### config.mk
export PLATFORM = sky130hd
export DESIGN_NAME = osrx_top
export DESIGN_NICKNAME = d
export VERILOG_FILES = /design/src/rtl/osrx_pkg.sv /design/src/rtl/osrx_sync_edge.sv /design/src/rtl/osrx_voter.sv /design/src/rtl/osrx_frame_fsm.sv /design/src/rtl/osrx_top.sv
export SDC_FILE = /design/constraint.sdc
export NUM_CORES = 1
export LEC_CHECK = 0
export ABC_AREA = 0
export BUFFER_PORTS_ARGS = -buffer_cell sky130_fd_sc_hd__buf_2
export CAP_MARGIN = 40
export CORE_MARGIN = 5
export CORE_UTILIZATION = 50
export DETAILED_ROUTE_END_ITERATION = 12
export PLACE_DENSITY = 0.68
export RECOVER_POWER = 25
export SYNTH_ARGS = -nofsm -noshare
export SYNTH_HDL_FRONTEND = slang
export SYNTH_SLANG_ARGS = --single-unit
export TNS_END_PERCENT = 30
### constraint.sdc
create_clock -name clk -period 3.8 [get_ports clk]
set_input_delay 0.38 -clock clk [delete_from_list [all_inputs] [get_ports clk]]
set_output_delay 0.38 -clock clk [all_outputs]
set_load 0.005 [all_outputs]
### src/rtl/osrx_pkg.sv
package osrx_pkg;

    localparam int MAX_BITS = 8;
    localparam int MIN_BITS = 5;
    localparam int CNT_W    = 7;
    localparam int IDX_W    = $clog2(MAX_BITS);

    typedef enum logic [2:0] {
        RX_IDLE,
        RX_START,
        RX_DATA,
        RX_PAR,
        RX_STOP,
        RX_HOLD
    } rx_state_e;

    typedef struct packed {
        logic [CNT_W-1:0] ticks;
        logic [CNT_W-1:0] hold;
        logic [IDX_W:0]   nbits;
        logic             par_en;
        logic             par_even;
    } rx_cfg_t;

    function automatic rx_cfg_t decode_mode(input logic [7:0] m);
        rx_cfg_t c;
        c = '0;
        unique case (m[1:0])
            2'b10:   c.ticks = CNT_W'(16);
            2'b11:   c.ticks = CNT_W'(64);
            default: c.ticks = CNT_W'(1);
        endcase
        unique case (m[7:6])
            2'b10:   c.hold = (c.ticks == CNT_W'(1)) ? CNT_W'(1) : (c.ticks >> 1);
            2'b11:   c.hold = c.ticks;
            default: c.hold = '0;
        endcase
        c.nbits    = (IDX_W+1)'(MIN_BITS) + {{(IDX_W-1){1'b0}}, m[3:2]};
        c.par_en   = m[4];
        c.par_even = m[5];
        return c;
    endfunction

endpackage

### src/rtl/osrx_sync_edge.sv
module osrx_sync_edge #(
    parameter int STAGES = 2
) (
    input  logic clk,
    input  logic rst,
    input  logic rclk_in,
    input  logic line_in,
    output logic tick,
    output logic line_s
);
    logic [STAGES:0]   rclk_sh;
    logic [STAGES-1:0] line_sh;

    always_ff @(posedge clk) begin
        if (rst) begin
            rclk_sh <= '0;
            line_sh <= '1;
        end else begin
            rclk_sh <= {rclk_sh[STAGES-1:0], rclk_in};
            line_sh <= {line_sh[STAGES-2:0], line_in};
        end
    end

    assign tick   = rclk_sh[STAGES-1] & ~rclk_sh[STAGES];
    assign line_s = line_sh[STAGES-1];
endmodule

### src/rtl/osrx_voter.sv
module osrx_voter
    import osrx_pkg::*;
(
    input  logic             clk,
    input  logic             rst,
    input  logic             tick,
    input  logic             active,
    input  logic [CNT_W-1:0] ph,
    input  logic [CNT_W-1:0] ticks,
    input  logic             line,
    output logic             decide,
    output logic             bit_val
);
    logic [1:0]       acc;
    logic             x1;
    logic [CNT_W-1:0] half;

    assign x1      = (ticks == CNT_W'(1));
    assign half    = ticks >> 1;
    assign decide  = tick & active & (x1 | (ph == half + CNT_W'(1)));
    assign bit_val = x1 ? line : ((acc + {1'b0, line}) >= 2'd2);

    always_ff @(posedge clk) begin
        if (rst) begin
            acc <= '0;
        end else if (tick && active) begin
            if (ph == half - CNT_W'(1))
                acc <= {1'b0, line};
            else if (ph == half)
                acc <= acc + {1'b0, line};
        end
    end
endmodule

### src/rtl/osrx_frame_fsm.sv
module osrx_frame_fsm
    import osrx_pkg::*;
(
    input  logic                clk,
    input  logic                rst,
    input  logic                tick,
    input  logic                line,
    input  logic [7:0]          mode,
    input  logic                rd_strobe,
    input  logic                err_clr,
    input  logic                decide,
    input  logic                bit_val,
    output logic [CNT_W-1:0]    ph,
    output logic [CNT_W-1:0]    ticks,
    output logic                active,
    output logic                done,
    output logic [MAX_BITS-1:0] data_out,
    output logic                ready,
    output logic                fe,
    output logic                pe,
    output logic                ov
);
    rx_state_e          state;
    rx_cfg_t            cfg_q;
    rx_cfg_t            new_cfg;
    logic [IDX_W-1:0]   bidx;
    logic [MAX_BITS-1:0] shreg;
    logic               pbad;
    logic [CNT_W-1:0]   hold_cnt;

    assign new_cfg = decode_mode(mode);
    assign ticks   = cfg_q.ticks;
    assign active  = (state != RX_IDLE);
    assign done    = decide && (state == RX_STOP);

    always_ff @(posedge clk) begin
        if (rst) begin
            state    <= RX_IDLE;
            cfg_q    <= '0;
            ph       <= '0;
            bidx     <= '0;
            shreg    <= '0;
            pbad     <= 1'b0;
            hold_cnt <= '0;
        end else if (tick) begin
            if (state != RX_IDLE)
                ph <= (ph == cfg_q.ticks - CNT_W'(1)) ? '0 : ph + CNT_W'(1);
            unique case (state)
                RX_IDLE: begin
                    if (!line) begin
                        cfg_q <= new_cfg;
                        bidx  <= '0;
                        shreg <= '0;
                        pbad  <= 1'b0;
                        if (new_cfg.ticks == CNT_W'(1)) begin
                            ph    <= '0;
                            state <= RX_DATA;
                        end else begin
                            ph    <= CNT_W'(1);
                            state <= RX_START;
                        end
                    end
                end
                RX_START: begin
                    if (decide)
                        state <= bit_val ? RX_IDLE : RX_DATA;
                end
                RX_DATA: begin
                    if (decide) begin
                        shreg[bidx] <= bit_val;
                        bidx        <= bidx + IDX_W'(1);
                        if ({1'b0, bidx} == cfg_q.nbits - (IDX_W+1)'(1))
                            state <= cfg_q.par_en ? RX_PAR : RX_STOP;
                    end
                end
                RX_PAR: begin
                    if (decide) begin
                        pbad  <= (^shreg) ^ bit_val ^ ~cfg_q.par_even;
                        state <= RX_STOP;
                    end
                end
                RX_STOP: begin
                    if (decide) begin
                        hold_cnt <= cfg_q.hold;
                        state    <= (cfg_q.hold == '0) ? RX_IDLE : RX_HOLD;
                    end
                end
                RX_HOLD: begin
                    if (hold_cnt <= CNT_W'(1))
                        state <= RX_IDLE;
                    else
                        hold_cnt <= hold_cnt - CNT_W'(1);
                end
                default: state <= RX_IDLE;
            endcase
        end
    end

    always_ff @(posedge clk) begin
        if (rst) begin
            data_out <= '0;
            ready    <= 1'b0;
            fe       <= 1'b0;
            pe       <= 1'b0;
            ov       <= 1'b0;
        end else begin
            if (done) begin
                data_out <= shreg;
                ready    <= 1'b1;
            end else if (rd_strobe) begin
                ready <= 1'b0;
            end
            if (done && !bit_val)            fe <= 1'b1;
            else if (err_clr)                fe <= 1'b0;
            if (done && pbad)                pe <= 1'b1;
            else if (err_clr)                pe <= 1'b0;
            if (done && ready && !rd_strobe) ov <= 1'b1;
            else if (err_clr)                ov <= 1'b0;
        end
    end
endmodule

### src/rtl/osrx_top.sv
module osrx_top
    import osrx_pkg::*;
#(
    parameter int SYNC_STAGES = 2
) (
    input  logic                clk,
    input  logic                rst,
    input  logic                rx_clk,
    input  logic                rx_line,
    input  logic [7:0]          mode,
    input  logic                rd_strobe,
    input  logic                err_clr,
    output logic [MAX_BITS-1:0] rx_data,
    output logic                rx_ready,
    output logic                frame_err,
    output logic                parity_err,
    output logic                overrun
);
    logic             tick_w;
    logic             line_w;
    logic             decide_w;
    logic             bit_w;
    logic             active_w;
    logic             done_w;
    logic [CNT_W-1:0] ph_w;
    logic [CNT_W-1:0] ticks_w;

    osrx_sync_edge #(.STAGES(SYNC_STAGES)) u_sync (
        .clk     (clk),
        .rst     (rst),
        .rclk_in (rx_clk),
        .line_in (rx_line),
        .tick    (tick_w),
        .line_s  (line_w)
    );

    osrx_voter u_vote (
        .clk     (clk),
        .rst     (rst),
        .tick    (tick_w),
        .active  (active_w),
        .ph      (ph_w),
        .ticks   (ticks_w),
        .line    (line_w),
        .decide  (decide_w),
        .bit_val (bit_w)
    );

    osrx_frame_fsm u_fsm (
        .clk       (clk),
        .rst       (rst),
        .tick      (tick_w),
        .line      (line_w),
        .mode      (mode),
        .rd_strobe (rd_strobe),
        .err_clr   (err_clr),
        .decide    (decide_w),
        .bit_val   (bit_w),
        .ph        (ph_w),
        .ticks     (ticks_w),
        .active    (active_w),
        .done      (done_w),
        .data_out  (rx_data),
        .ready     (rx_ready),
        .fe        (frame_err),
        .pe        (parity_err),
        .ov        (overrun)
    );
endmodule

# After elaboration in Yosys (flattened, before gate mapping)
# Cells that the tools add are included.
word_totals:
  input_bits: 14
  output_inout_bits: 12
  word_cells: 136
  register_bits: 68
op_classes:
  addsub: 9
  n_mux: 44
  eq_ne: 24
  reduce_logical: 27
  order_cmp: 4
  n_bitwise: 9
ops:
  columns: ["op", "n"]
  rows:
  - ["$mux W7", 6]
  - ["$pmux W7 S2", 3]
  - ["$mux W3", 11]
  - ["$eq A7 B7 Y1", 3]
  - ["$pmux W3 S6", 1]
  - ["$mux W8", 2]
  - ["$pmux W8 S2", 1]
  - ["$reduce_bool A2 Y1", 8]
  - ["$eq A7 B1 Y1 const B", 2]
  - ["$sub A7 B1 Y7 const B", 2]
  - ["$ne A2 B1 Y1 const B", 6]
  - ["$reduce_and A4 Y1", 3]
  - ["$mux W1", 11]
  - ["$bwmux W8", 1]
  - ["$eq A2 B2 Y1 const B", 4]
  - ["$mux W2", 4]
  - ["$reduce_and A8 Y1", 1]
  - ["$reduce_xor A8 Y1", 1]
  - ["$add A6 B1 Y7 const B", 1]
  - ["$add A7 B1 Y7 const B", 1]
  - ["$eq A7 B6 Y1", 1]
  - ["$le A7 B1 Y1 const B", 1]
  - ["$logic_and A1 B1 Y1", 7]
  - ["$logic_not A7 Y1", 1]
  - ["26 further kinds", 35]

# Longest topological paths before layout
depth:
  ltp_word: 8
  mapped_depth: 9
  mapped_depth_nobuf: 7

# Hierarchy
# A second synthesis with hierarchy kept.
hier_totals:
  cells_unflattened: 450
  hier_area_um2: 3706.1
by_module_without_submodules:
  columns: ["module", "instances", "area_per_inst_um2", "cells_per_inst", "seq_area_each_um2"]
  rows:
  - ["osrx_frame_fsm", 1, 2922.8, 359, 1101.1]
  - ["osrx_voter", 1, 638.1, 80, 40.0]
  - ["osrx_sync_edge", 1, 145.1, 11, 100.1]

# Least setup slack after synthesis
# OpenSTA, ideal clock, no wires.
synth_path:
  kind: "reg2reg"
  from: "register u_fsm.cfg_q (netlist bit u_fsm.ticks[4])"
  to: "register u_fsm.data_out[1]"
  arrival_ps: 1805
  path_buffers: 2
  setup_time_ps: 128
  required_ps: 3672
  stages_incl_launch_ff: 10
  period_less_slack_ps: 1932
  slack_ps: 1868
  cell_sequence: "dfxtp_1 -> inv_1 -> ha_1 -> and2_1 -> a41o_1 -> buf_2 -> nand3_1 -> buf_2 -> mux2i_1 -> nor2_1"
synth_between:
  elab_chain_len: 5
  word_cells_on_any_way: 6
  cone_classes: "add/sub (1); eq/ne (2); bitwise (2); reduce/logical (1)"
synth_lines:
  columns: ["element", "line", "text"]
  rows:
  - ["start: declaration", "osrx_frame_fsm.sv:24", "rx_cfg_t cfg_q;"]
  - ["start signal: assignment", "osrx_frame_fsm.sv:51", "cfg_q <= new_cfg;"]
  - ["$add A6 B1 Y7", "osrx_voter.sv:20", "assign decide = tick & active & (x1 | (ph == half + CNT_W'(1)));"]
  - ["$eq A7 B7 Y1", "osrx_voter.sv:20", null]
  - ["$or A1 B1 Y1 (*)", "osrx_voter.sv:20", null]
  - ["$and A1 B1 Y1 (*)", "osrx_voter.sv:20", null]
  - ["$logic_and A1 B1 Y1 (*)", "osrx_frame_fsm.sv:34", "assign done = decide && (state == RX_STOP);"]
  - ["end signal: assignment", "osrx_frame_fsm.sv:108", "data_out <= shreg;"]
  - ["end: declaration", "osrx_frame_fsm.sv:17", "output logic [MAX_BITS-1:0] data_out,"]
# Mark *: on every way between the ends. The rest lies on a longest branch, timed or not.
# A chain may end at the register's enable or synchronous reset.

==> metrics.md <==
| Metric | Value |
|---|---|
| Reg clk slew, reported paths | `80 ps` |
| Sequential area share after synthesis | `around 36%` |
| Layout cells sized above 1 | `a little over a tenth` |
| Ys flop type | `dfxtp_1` |
| Max FO, Critical Path | `50` |
| Detailed-route via count | `about 3.0k` |
| Status | `complete, but fails checks` |
| Row Count | `30` |
| Final GP Congestion | `between 0.8 and 0.9` |
| Critical path startpoint category | `primary input` |
| Nets | `446` |
| EDFF count, synth | `0` |
| Worst flop-to-flop path startpoint | `u_fsm.ticks[4]` |
| Commonest cells after routing, fill and taps aside | `62 x dfxtp_1, 35 x nor2_1, 32 x a21oi_1` |
| Mapped Avg Cell Area | `8.354 um2` |
| Most common cell after layout, fill and taps aside | `dfxtp_1` |
| Max-slew headroom | `-50.75%` |
| Post-DP HPWL | `5.286 mm` |
| Worst Skew | `8.959 ps` |
| Crit path from | `rst` |
| Post-layout min period | `between 2000 and 3000 ps` |
| Failing checks | `max-capacitance violations, max-slew violations` |
| Pin count of the biggest net entering global routing | `approximately 50` |
| Vias in the first global route | `~2.7k` |
| Worst-Margin Slew | `about 2300 ps` |
| Clock root cell | `clkbuf_8` |
| Critical path arrival | `~3100 ps` |
| PD cells | `346.9 mW/mm2` |
| Post-synthesis cell type count | `60` |
| Worst EP required | `about 4000 ps` |
| Crit end category | `flip-flop` |
| # DRC | `0` |
| Final wirelength | `~7.5 mm` |
| Vert. Die Dim | `92.56 um` |
| Unrepaired setup endpoints after global routing | `no` |
| Synth Instances | `408` |
| Clock latency at the later pin of the worst-skew pair | `roughly 350 ps` |
| Initial antenna violation count | `0` |
| Clock net sink count | `between 60 and 70` |
| Syn_nets | `between 400 and 500` |
| Postcts setup bufs | `0` |
| Maximum VDD drop | `roughly 200 uV` |
| Leak | `~1.4 nW` |
| Vias per cell | `roughly 5.9` |
| # port buffers | `25` |
| Seq cells post-synth | `62` |
| Final hold violations | `0` |
| Tcrit/Tclk final | `75.68%` |
| DR WL/cell | `around 15 um` |
| H-tree levels | `3` |
| HP Class | `in -> reg` |
| Setup ws final | `924.3 ps` |
| Core area | `around 0.0067 mm2` |
| Hold path start | `rx_line` |
| Inst Count DP | `slightly below 500` |
| Asr flop ratio synth | `0%` |
| Setup TNS | `0 ps` |
| GR Util All Layers | `between 10% and 20%` |
| Drt first pass iters | `5` |
| Longest Clk Path Bufs | `2` |
| Antenna-violating nets left | `0` |
| Max_cap viols | `1` |
| IO Count | `26` |
| Remaining global-route overflow | `0` |
| Place WS | `approximately 1300 ps` |
| Fmax | `about 0.35 GHz` |
| Synthesis Warnings | `0` |
| CTS hold repair buffers | `0` |
| Non-Filler Instances | `just over 500` |
| Kind of critical path | `in -> reg` |
| Starting density of the core | `50.73%` |
| Die footprint | `0.008567 mm2` |
| CTS tree | `done` |
| Post-cts resize count | `0` |
| Final Max Slew Viols | `between 50 and 60` |
| First DRT Iteration DRCs | `214` |
| TritonCTS buffer count | `9` |
| Area delta synth->final | `9.214%` |
| # fillers | `652` |
| Area of the mapped netlist | `approximately 0.0034 mm2` |
| Endpoints failing setup | `0` |
| Die Wd | `between 90 and 100 um` |
| N_diodes | `0` |
| First-pass GRT wire length | `12.69 mm` |
## path summary, 6_finish.rpt
path,endpoint,slack (ps),depth (start not counted)
min,u_sync.line_sh[0],220,2
max,u_fsm.shreg[0],920,5
min reg2reg,u_sync.line_sh[1],410,1
max reg2reg,u_fsm.shreg[0],1240,7
## Yosys cell counts, types with 3 or more instances
master,n,area [um2]
dfxtp_1,62,1241
xnor2_1,16,140.1
mux2i_1,10,100.1
o211ai_1,8,60.06
nor2b_1,10,62.56
or3_1,3,18.77
and3_1,3,18.77
clkbuf_1,15,56.30
nand2_1,28,105.1
or2_2,4,25.02
o22ai_1,3,18.77
ha_1,12,150.1
o21ai_0,20,100.1
o31ai_1,8,60.06
nand3_1,9,45.04
buf_2,10,50.05
and2_1,5,31.28
inv_1,15,56.30
a211oi_1,6,45.04
o21a_1,3,22.52
a31oi_1,5,31.28
a21oi_1,32,160.2
nand4_1,7,43.79
nor2_1,35,131.4
nand3b_1,3,22.52
xor2_1,8,70.07
nand2b_1,9,56.30
o21bai_1,3,22.52
nor3_1,12,60.06
a22oi_1,4,30.03
## critical path, cell delays in order
cell      delay (ps)
clkbuf_1         100
clkbuf_1        1620
a311oi_1         460
o21ai_0          390
o41ai_2          130
## through the flow
stage	power (mW)	utilization (%)	hold slack, ps	cell area (um2)
floorplan	0.6969	-	389.5	3408
detailed placement	0.7135	52.55	394.9	3531
global placement	0.7129	52.55	397.1	3531
finish	1.291	55.40	218.2	3722
CTS	1.311	55.61	203.1	3736
global route	1.347	55.40	211.4	3722
## registers in the layout (all words and copies together) (netlist names), 3 cells and up
name / cells
u_fsm.bidx: 3
u_fsm.cfg_q: 11
u_fsm.data_out: 8
u_fsm.hold_cnt: 7
u_fsm.ph: 7
u_fsm.shreg: 8
u_fsm.state: 3
u_fsm.ticks: 3
u_sync.rclk_sh: 3
## cells by family after synthesis
| logic type | after synthesis | synth area share [%] |
|---|---|---|
| fa+ha+maj | 12 | 4.405 |
| simple gates | 140 | 21.26 |
| flops | 62 | 36.42 |
| mux | 11 | 3.267 |
| xor+xnor | 24 | 6.167 |
| buf+inv | 42 | 5.213 |
| compound gates | 117 | 23.28 |
## cell type report
cell class,count,area (um2),area share [%]
Tap cell,80,100.1,2.689
Inverter,16,60.06,1.613
Sequential cell,62,1241,33.34
Clock inverter,7,81.33,2.185
Clock buffer,9,123.9,3.328
Multi-Input combinational cell,304,1989,53.45
Timing Repair Buffer,27,126.4,3.395
## where the power goes
group	total, mW	internal, mW	switching, mW
Combinational	0.0427	0.0148	0.0279
Sequential	0.655	0.652	0.00279
Clock	0.593	0.310	0.283
Total	1.29	0.977	0.314
## routing by layer
metal,share of wire (%),up-vias,routed length [um],track usage (%)
met1,47,1393,3504,23.71
met5,0,-,0,0
met4,1.4,0,107,5.198
li1,-,1497,-,-
met3,4.4,11,334,5.199
met2,48,66,3573,30.27
Note: power is estimated with default switching activity, not from simulation.
